--- src/rtl/flash_wp_pkg.sv ---
package flash_wp_pkg;
  localparam int STAT_W = 8;
  localparam int B_BUSY = 0;
  localparam int B_WEL  = 1;
  localparam int B_RG0  = 2;
  localparam int B_RG1  = 3;
  localparam int B_LOCK = 7;

  typedef enum logic [1:0] {
    VERD_NONE   = 2'd0,
    VERD_GRANT  = 2'd1,
    VERD_REJECT = 2'd2
  } verdict_e;

  typedef struct packed {
    logic       lock;
    logic [1:0] region;
    logic       wel;
    logic       busy;
  } stat_t;

  localparam stat_t STAT_RESET = '{lock: 1'b1, region: 2'b11, wel: 1'b0, busy: 1'b0};

  function automatic logic [STAT_W-1:0] pack_status(stat_t s);
    logic [STAT_W-1:0] b;
    b         = '0;
    b[B_BUSY] = s.busy;
    b[B_WEL]  = s.wel;
    b[B_RG0]  = s.region[0];
    b[B_RG1]  = s.region[1];
    b[B_LOCK] = s.lock;
    return b;
  endfunction
endpackage

--- src/rtl/wp_region_check.sv ---
module wp_region_check #(
  parameter int ADDR_W = 17
) (
  input  logic [1:0]        region_i,
  input  logic [ADDR_W-1:0] addr_i,
  input  logic              chip_i,
  output logic              hit_o
);
  localparam int TOP = ADDR_W - 1;

  logic addr_hit;

  always_comb begin
    unique case (region_i)
      2'b00:   addr_hit = 1'b0;
      2'b01:   addr_hit = &addr_i[TOP -: 2];
      2'b10:   addr_hit = addr_i[TOP];
      default: addr_hit = 1'b1;
    endcase
  end

  // whole-chip erase touches every region
  assign hit_o = chip_i ? (region_i != 2'b00) : addr_hit;
endmodule

--- src/rtl/wp_req_decide.sv ---
module wp_req_decide
  import flash_wp_pkg::*;
(
  input  logic     wren_i,
  input  logic     wrdi_i,
  input  logic     wrsr_i,
  input  logic     pe_req_i,
  input  logic     wp_ni,
  input  logic     hit_i,
  input  stat_t    stat_i,
  output logic     set_wel_o,
  output logic     clr_wel_o,
  output logic     wr_stat_o,
  output logic     start_op_o,
  output verdict_e verdict_o
);
  always_comb begin
    set_wel_o  = 1'b0;
    clr_wel_o  = 1'b0;
    wr_stat_o  = 1'b0;
    start_op_o = 1'b0;
    verdict_o  = VERD_NONE;
    if (stat_i.busy) begin
      if (pe_req_i || wrsr_i) verdict_o = VERD_REJECT;
    end else if (pe_req_i) begin
      if (stat_i.wel && !hit_i) begin
        start_op_o = 1'b1;
        verdict_o  = VERD_GRANT;
      end else begin
        verdict_o  = VERD_REJECT;
      end
    end else if (wrsr_i) begin
      if (stat_i.wel && (wp_ni || !stat_i.lock)) begin
        wr_stat_o = 1'b1;
        verdict_o = VERD_GRANT;
      end else begin
        verdict_o = VERD_REJECT;
      end
    end else if (wrdi_i) begin
      clr_wel_o = 1'b1;
    end else if (wren_i) begin
      set_wel_o = 1'b1;
    end
  end
endmodule

--- src/rtl/wp_status_core.sv ---
module wp_status_core
  import flash_wp_pkg::*;
(
  input  logic              clk_i,
  input  logic              rst_ni,
  input  logic              set_wel_i,
  input  logic              clr_wel_i,
  input  logic              wr_stat_i,
  input  logic [STAT_W-1:0] wr_data_i,
  input  logic              start_op_i,
  input  logic              done_i,
  output stat_t             stat_o
);
  stat_t st_q;

  always_ff @(posedge clk_i or negedge rst_ni) begin
    if (!rst_ni) begin
      st_q <= STAT_RESET;
    end else begin
      if (st_q.busy && done_i) begin
        st_q.busy <= 1'b0;
        st_q.wel  <= 1'b0;
      end
      if (start_op_i) st_q.busy <= 1'b1;
      if (set_wel_i)  st_q.wel  <= 1'b1;
      if (clr_wel_i)  st_q.wel  <= 1'b0;
      if (wr_stat_i) begin
        st_q.region <= {wr_data_i[B_RG1], wr_data_i[B_RG0]};
        st_q.lock   <= wr_data_i[B_LOCK];
        st_q.wel    <= 1'b0;
      end
    end
  end

  assign stat_o = st_q;

  AST_DONE_CLEARS: assert property (@(posedge clk_i) disable iff (!rst_ni)
    (st_q.busy && done_i) |=> (!st_q.busy && !st_q.wel));
endmodule

--- src/rtl/flash_wp_unit.sv ---
module flash_wp_unit
  import flash_wp_pkg::*;
#(
  parameter int ADDR_W = 17
) (
  input  logic              clk_i,
  input  logic              rst_ni,
  input  logic              wren_i,
  input  logic              wrdi_i,
  input  logic              wrsr_i,
  input  logic [7:0]        wrsr_data_i,
  input  logic              pe_req_i,
  input  logic              pe_chip_i,
  input  logic [ADDR_W-1:0] pe_addr_i,
  input  logic              done_i,
  input  logic              wp_ni,
  output logic [7:0]        status_o,
  output logic              grant_o,
  output logic              reject_o,
  output logic              rd_ok_o
);
  stat_t    stat;
  logic     hit;
  logic     set_wel, clr_wel, wr_stat, start_op;
  verdict_e verdict;
  logic     grant_q, reject_q;

  wp_region_check #(.ADDR_W(ADDR_W)) u_region (
    .region_i (stat.region),
    .addr_i   (pe_addr_i),
    .chip_i   (pe_chip_i),
    .hit_o    (hit)
  );

  wp_req_decide u_decide (
    .wren_i     (wren_i),
    .wrdi_i     (wrdi_i),
    .wrsr_i     (wrsr_i),
    .pe_req_i   (pe_req_i),
    .wp_ni      (wp_ni),
    .hit_i      (hit),
    .stat_i     (stat),
    .set_wel_o  (set_wel),
    .clr_wel_o  (clr_wel),
    .wr_stat_o  (wr_stat),
    .start_op_o (start_op),
    .verdict_o  (verdict)
  );

  wp_status_core u_core (
    .clk_i      (clk_i),
    .rst_ni     (rst_ni),
    .set_wel_i  (set_wel),
    .clr_wel_i  (clr_wel),
    .wr_stat_i  (wr_stat),
    .wr_data_i  (wrsr_data_i),
    .start_op_i (start_op),
    .done_i     (done_i),
    .stat_o     (stat)
  );

  always_ff @(posedge clk_i or negedge rst_ni) begin
    if (!rst_ni) begin
      grant_q  <= 1'b0;
      reject_q <= 1'b0;
    end else begin
      grant_q  <= (verdict == VERD_GRANT);
      reject_q <= (verdict == VERD_REJECT);
    end
  end

  assign status_o = pack_status(stat);
  assign grant_o  = grant_q;
  assign reject_o = reject_q;
  assign rd_ok_o  = ~stat.busy;

  AST_GRANT_NEEDS_WEL: assert property (@(posedge clk_i) disable iff (!rst_ni)
    grant_o |-> $past(status_o[B_WEL]));
  AST_PROT_REJECT: assert property (@(posedge clk_i) disable iff (!rst_ni)
    (pe_req_i && hit) |=> reject_o);
  AST_LOCK_FREEZE: assert property (@(posedge clk_i) disable iff (!rst_ni)
    (wrsr_i && status_o[B_LOCK] && !wp_ni) |=> $stable({status_o[B_LOCK], status_o[B_RG1], status_o[B_RG0]}));
  AST_BUSY_BLOCKS: assert property (@(posedge clk_i) disable iff (!rst_ni)
    (status_o[B_BUSY] && (pe_req_i || wrsr_i)) |=> reject_o);
  AST_NO_GRANT_RUN: assert property (@(posedge clk_i) disable iff (!rst_ni)
    grant_o |=> !grant_o);
  AST_VERDICT_EXCL: assert property (@(posedge clk_i) disable iff (!rst_ni)
    !(grant_o && reject_o));
endmodule

--- config.mk ---
export PLATFORM = sky130hd
export DESIGN_NAME = flash_wp_unit
export DESIGN_NICKNAME = d
export VERILOG_FILES = /design/src/rtl/flash_wp_pkg.sv /design/src/rtl/wp_region_check.sv /design/src/rtl/wp_req_decide.sv /design/src/rtl/wp_status_core.sv /design/src/rtl/flash_wp_unit.sv
export SDC_FILE = /design/constraint.sdc
export NUM_CORES = 1
export LEC_CHECK = 0
export CORE_MARGIN = 5
export CORE_UTILIZATION = 25
export CTS_CLUSTER_DIAMETER = 60
export DETAILED_ROUTE_END_ITERATION = 10
export GPL_TIMING_DRIVEN = 0
export PLACE_DENSITY_LB_ADDON = 0.3
export SYNTH_ARGS = -nofsm -noshare
export SYNTH_HDL_FRONTEND = slang
export SYNTH_SLANG_ARGS = --single-unit
--- constraint.sdc ---
create_clock -name clk_i -period 1.4 [get_ports clk_i]
set_input_delay 0.21 -clock clk_i [delete_from_list [all_inputs] [get_ports clk_i]]
set_output_delay 0.21 -clock clk_i [all_outputs]
set_load 0.02 [all_outputs]
==> results.sh <==
export IMPL_row_count=14
export IMPL_antenna_found_initial=0
export IMPL_ant_nets=0
export IMPL_reg2reg_depth=3
export IMPL_grt_max_degree=8
export IMPL_cpPeakStageDelay_ns=0.59
export IMPL_cp_end_kind="output port"
export IMPL_hp_class="in2async"
export IMPL_place_ws_ns=-0.07797
export IMPL_insertion_delay_ns=0.24
export IMPL_synth_cells_most_frequent="dfrtp_1, buf_4, dfstp_2, mux2_2, nand2_1"
export IMPL_cp_endpoint="reject_o"
export IMPL_cp_slowest_cell="clkdlybuf4s50_1"
export IMPL_synthTopCellsByArea="dfrtp_1, dfstp_2, mux2_2, buf_4, nand2b_1"
export IMPL_yosysSeqAreaShare=0.4673
export IMPL_drc=0
export IMPL_yosys_area_top_type_share=0.2614
export IMPL_synth_cell_area_um2=382.9
export IMPL_min_period_over_period=0.9728
export IMPL_dp_cells=75
export IMPL_cp_num_cells=1
export IMPL_die_h_um=49.14
export IMPL_die_w_um=49.14
export IMPL_drive_above_1_share=0.2857
export IMPL_p_leak_nw=0.3022
export IMPL_cts_tree="yes"
export IMPL_num_io_pins=45
export IMPL_cts_sinks=7
export IMPL_n_fill_cell=156
export IMPL_synth_most_common_cell="dfrtp_1"
export IMPL_required_ns=1.19
export IMPL_critPathArrivalTime_ns=1.15
export IMPL_cp_cell_sequence="clkdlybuf4s50_1"
export IMPL_fin_cells=79
export IMPL_r2r_setup_slack_ns=0.18
export IMPL_yosys_warnings=0
export IMPL_postSynth_asyncResetShare=1.000
export IMPL_rr_endpoint="u_core.stat_o[2]"
export IMPL_path_buf_inv=1
export IMPL_ys_ff_latch=7
export IMPL_finalWirelength_um=879
export IMPL_dr_pass1_iters=1
export IMPL_hold_viol_final=0
export IMPL_dp_hpwl_um=703.6
export IMPL_place_congestion=0.7234
export IMPL_area_growth_synth_to_final_pct=66.67
export IMPL_worstReg2RegStart="u_core.stat_o[4]"
export IMPL_wire_per_inst_um=11.13
export IMPL_final_setup_tns_ns=0
export IMPL_design_area_um2=638.1
export IMPL_rsz0062_at_grt="no"
export IMPL_h_tree_depth=1
export IMPL_synth_area_per_cell_um2=10.64
export IMPL_synth_distinct_cells=23
export IMPL_antenna_cells=0
export IMPL_vias=345
export IMPL_ys_flop_type="dfrtp_1"
export IMPL_finalPower_w=0.001137
export IMPL_crit_start="reject_o"
export IMPL_finalClockSkew_ns=0.001929
export IMPL_nNetsFinal=98
export IMPL_cts_buffers=3
export IMPL_die_area_um2=2414
export IMPL_finalCriticalPeriod_ns=1.362
export IMPL_finalMaxSlewViolations=0
export IMPL_grt_usage=0.07447
export IMPL_first_iter_violations=0
export IMPL_crit_family="buffers and inverters"
export IMPL_core_um2=1471
export IMPL_synth_edf_count=0
export IMPL_initial_core_util=0.2602
export IMPL_finalSetupViolations=0
export IMPL_syn_inst=36
export IMPL_ir_drop_v=0.001056
export IMPL_grt_pass1_wl_um=1421
export IMPL_clock_path_buffers=2
export IMPL_vias_per_cell=4.367
export IMPL_path_clk_slew_ns=0.05
export IMPL_drv_cap=0
export IMPL_io_buffers=21
export IMPL_setup_ws_ns=0.03812
export IMPL_critPathKind="reg2out"
export IMPL_synth_largest_area_cell="dfrtp_1"
export IMPL_crit_path_max_fanout=1
export IMPL_grt_pass1_vias=314
export IMPL_status="finished clean"
export IMPL_fmax_ghz=0.7343
export IMPL_placed_area_um2=620.6
export IMPL_clockRootBuffer="clkbuf_4"
export IMPL_cp_start_kind="flip-flop"
export IMPL_power_density_nw_per_um2=1782
export IMPL_overflow=0
repair_timing:
item | CTS | global route
endpoints found under the setup margin | 6 | 2
gates resized for setup | 6 | 3
hold buffers | 0 | 0
buffers inserted | 0 | 0
where the power goes:
group / leakage [nW] / switching (W) / total (W) / internal, W
Combinational: 0.205 / 0.000281 / 0.000550 / 0.000269
Clock: 0.0150 / 0.0000693 / 0.000178 / 0.000108
Sequential: 0.0820 / 0.0000820 / 0.000409 / 0.000327
Total: 0.302 / 0.000433 / 0.00114 / 0.000705
worst min-delay path by stage:
| stage | to | from |
|---|---|---|
| floorplan | grant_o | rst_ni |
| global placement | grant_o | rst_ni |
| detailed placement | reject_o | rst_ni |
| CTS | u_core.stat_o[0] | rst_ni |
| global route | reject_o | rst_ni |
| finish | u_core.stat_o[0] | rst_ni |
routing by layer:
| layer | wire length, um | global-route usage |
|---|---|---|
| met3 | 171 | 0.05199 |
| met5 | 0 | 0 |
| met4 | 0 | 0.04036 |
| met1 | 404 | 0.1019 |
| met2 | 303 | 0.08155 |
registers in the layout (all words and copies together), names as in the netlist:
name and flops:
reject_o 1, grant_o 1, u_core.stat_o 5
cells by family (layout without fill, tap and decap cells):
family,after synthesis,count (layout),synth area share
other,1,3,0.009795
multiplexers,3,3,0.08823
flip-flops,7,7,0.4673
AND/OR/NAND/NOR,12,12,0.1863
buffers and inverters,5,30,0.07843
AO/OA/AOI/OAI,8,8,0.1699
cell usage in the layout (no fill, tap or decap), types with 2 or more instances in the layout:
cell / synthesis / layout
dlygate4sd2_1: 0 / 5
buf_4: 3 / 3
dfrtp_1: 4 / 4
nand2b_1: 2 / 2
inv_1: 2 / 2
clkdlybuf4s50_1: 0 / 14
nand2_1: 3 / 3
conb_1: 1 / 3
dfstp_2: 3 / 3
mux2_2: 3 / 3
clkbuf_4: 0 / 3
cell type report:
| cell class | count | area (um2) | area share |
|---|---|---|---|
| Clock buffer | 4 | 26.28 | 0.04118 |
| Buffer | 3 | 22.52 | 0.03529 |
| Inverter | 2 | 7.507 | 0.01176 |
| Tap cell | 16 | 20.02 | 0.03137 |
| Timing Repair Buffer | 21 | 201.4 | 0.3157 |
| Sequential cell | 7 | 178.9 | 0.2804 |
| Multi-Input combinational cell | 26 | 181.4 | 0.2843 |
per-stage QoR:
step / util / hold slack [ns]
3_3_place_gp: 0.4218 / 0.4922
2_1_floorplan: - / -0.08559
5_1_grt: 0.4337 / 0.2497
6_report: 0.4337 / 0.2253
4_1_cts: 0.4345 / 0.2304
3_5_place_dp: 0.4218 / 0.4978
Note: power is estimated with default switching activity, not from simulation.
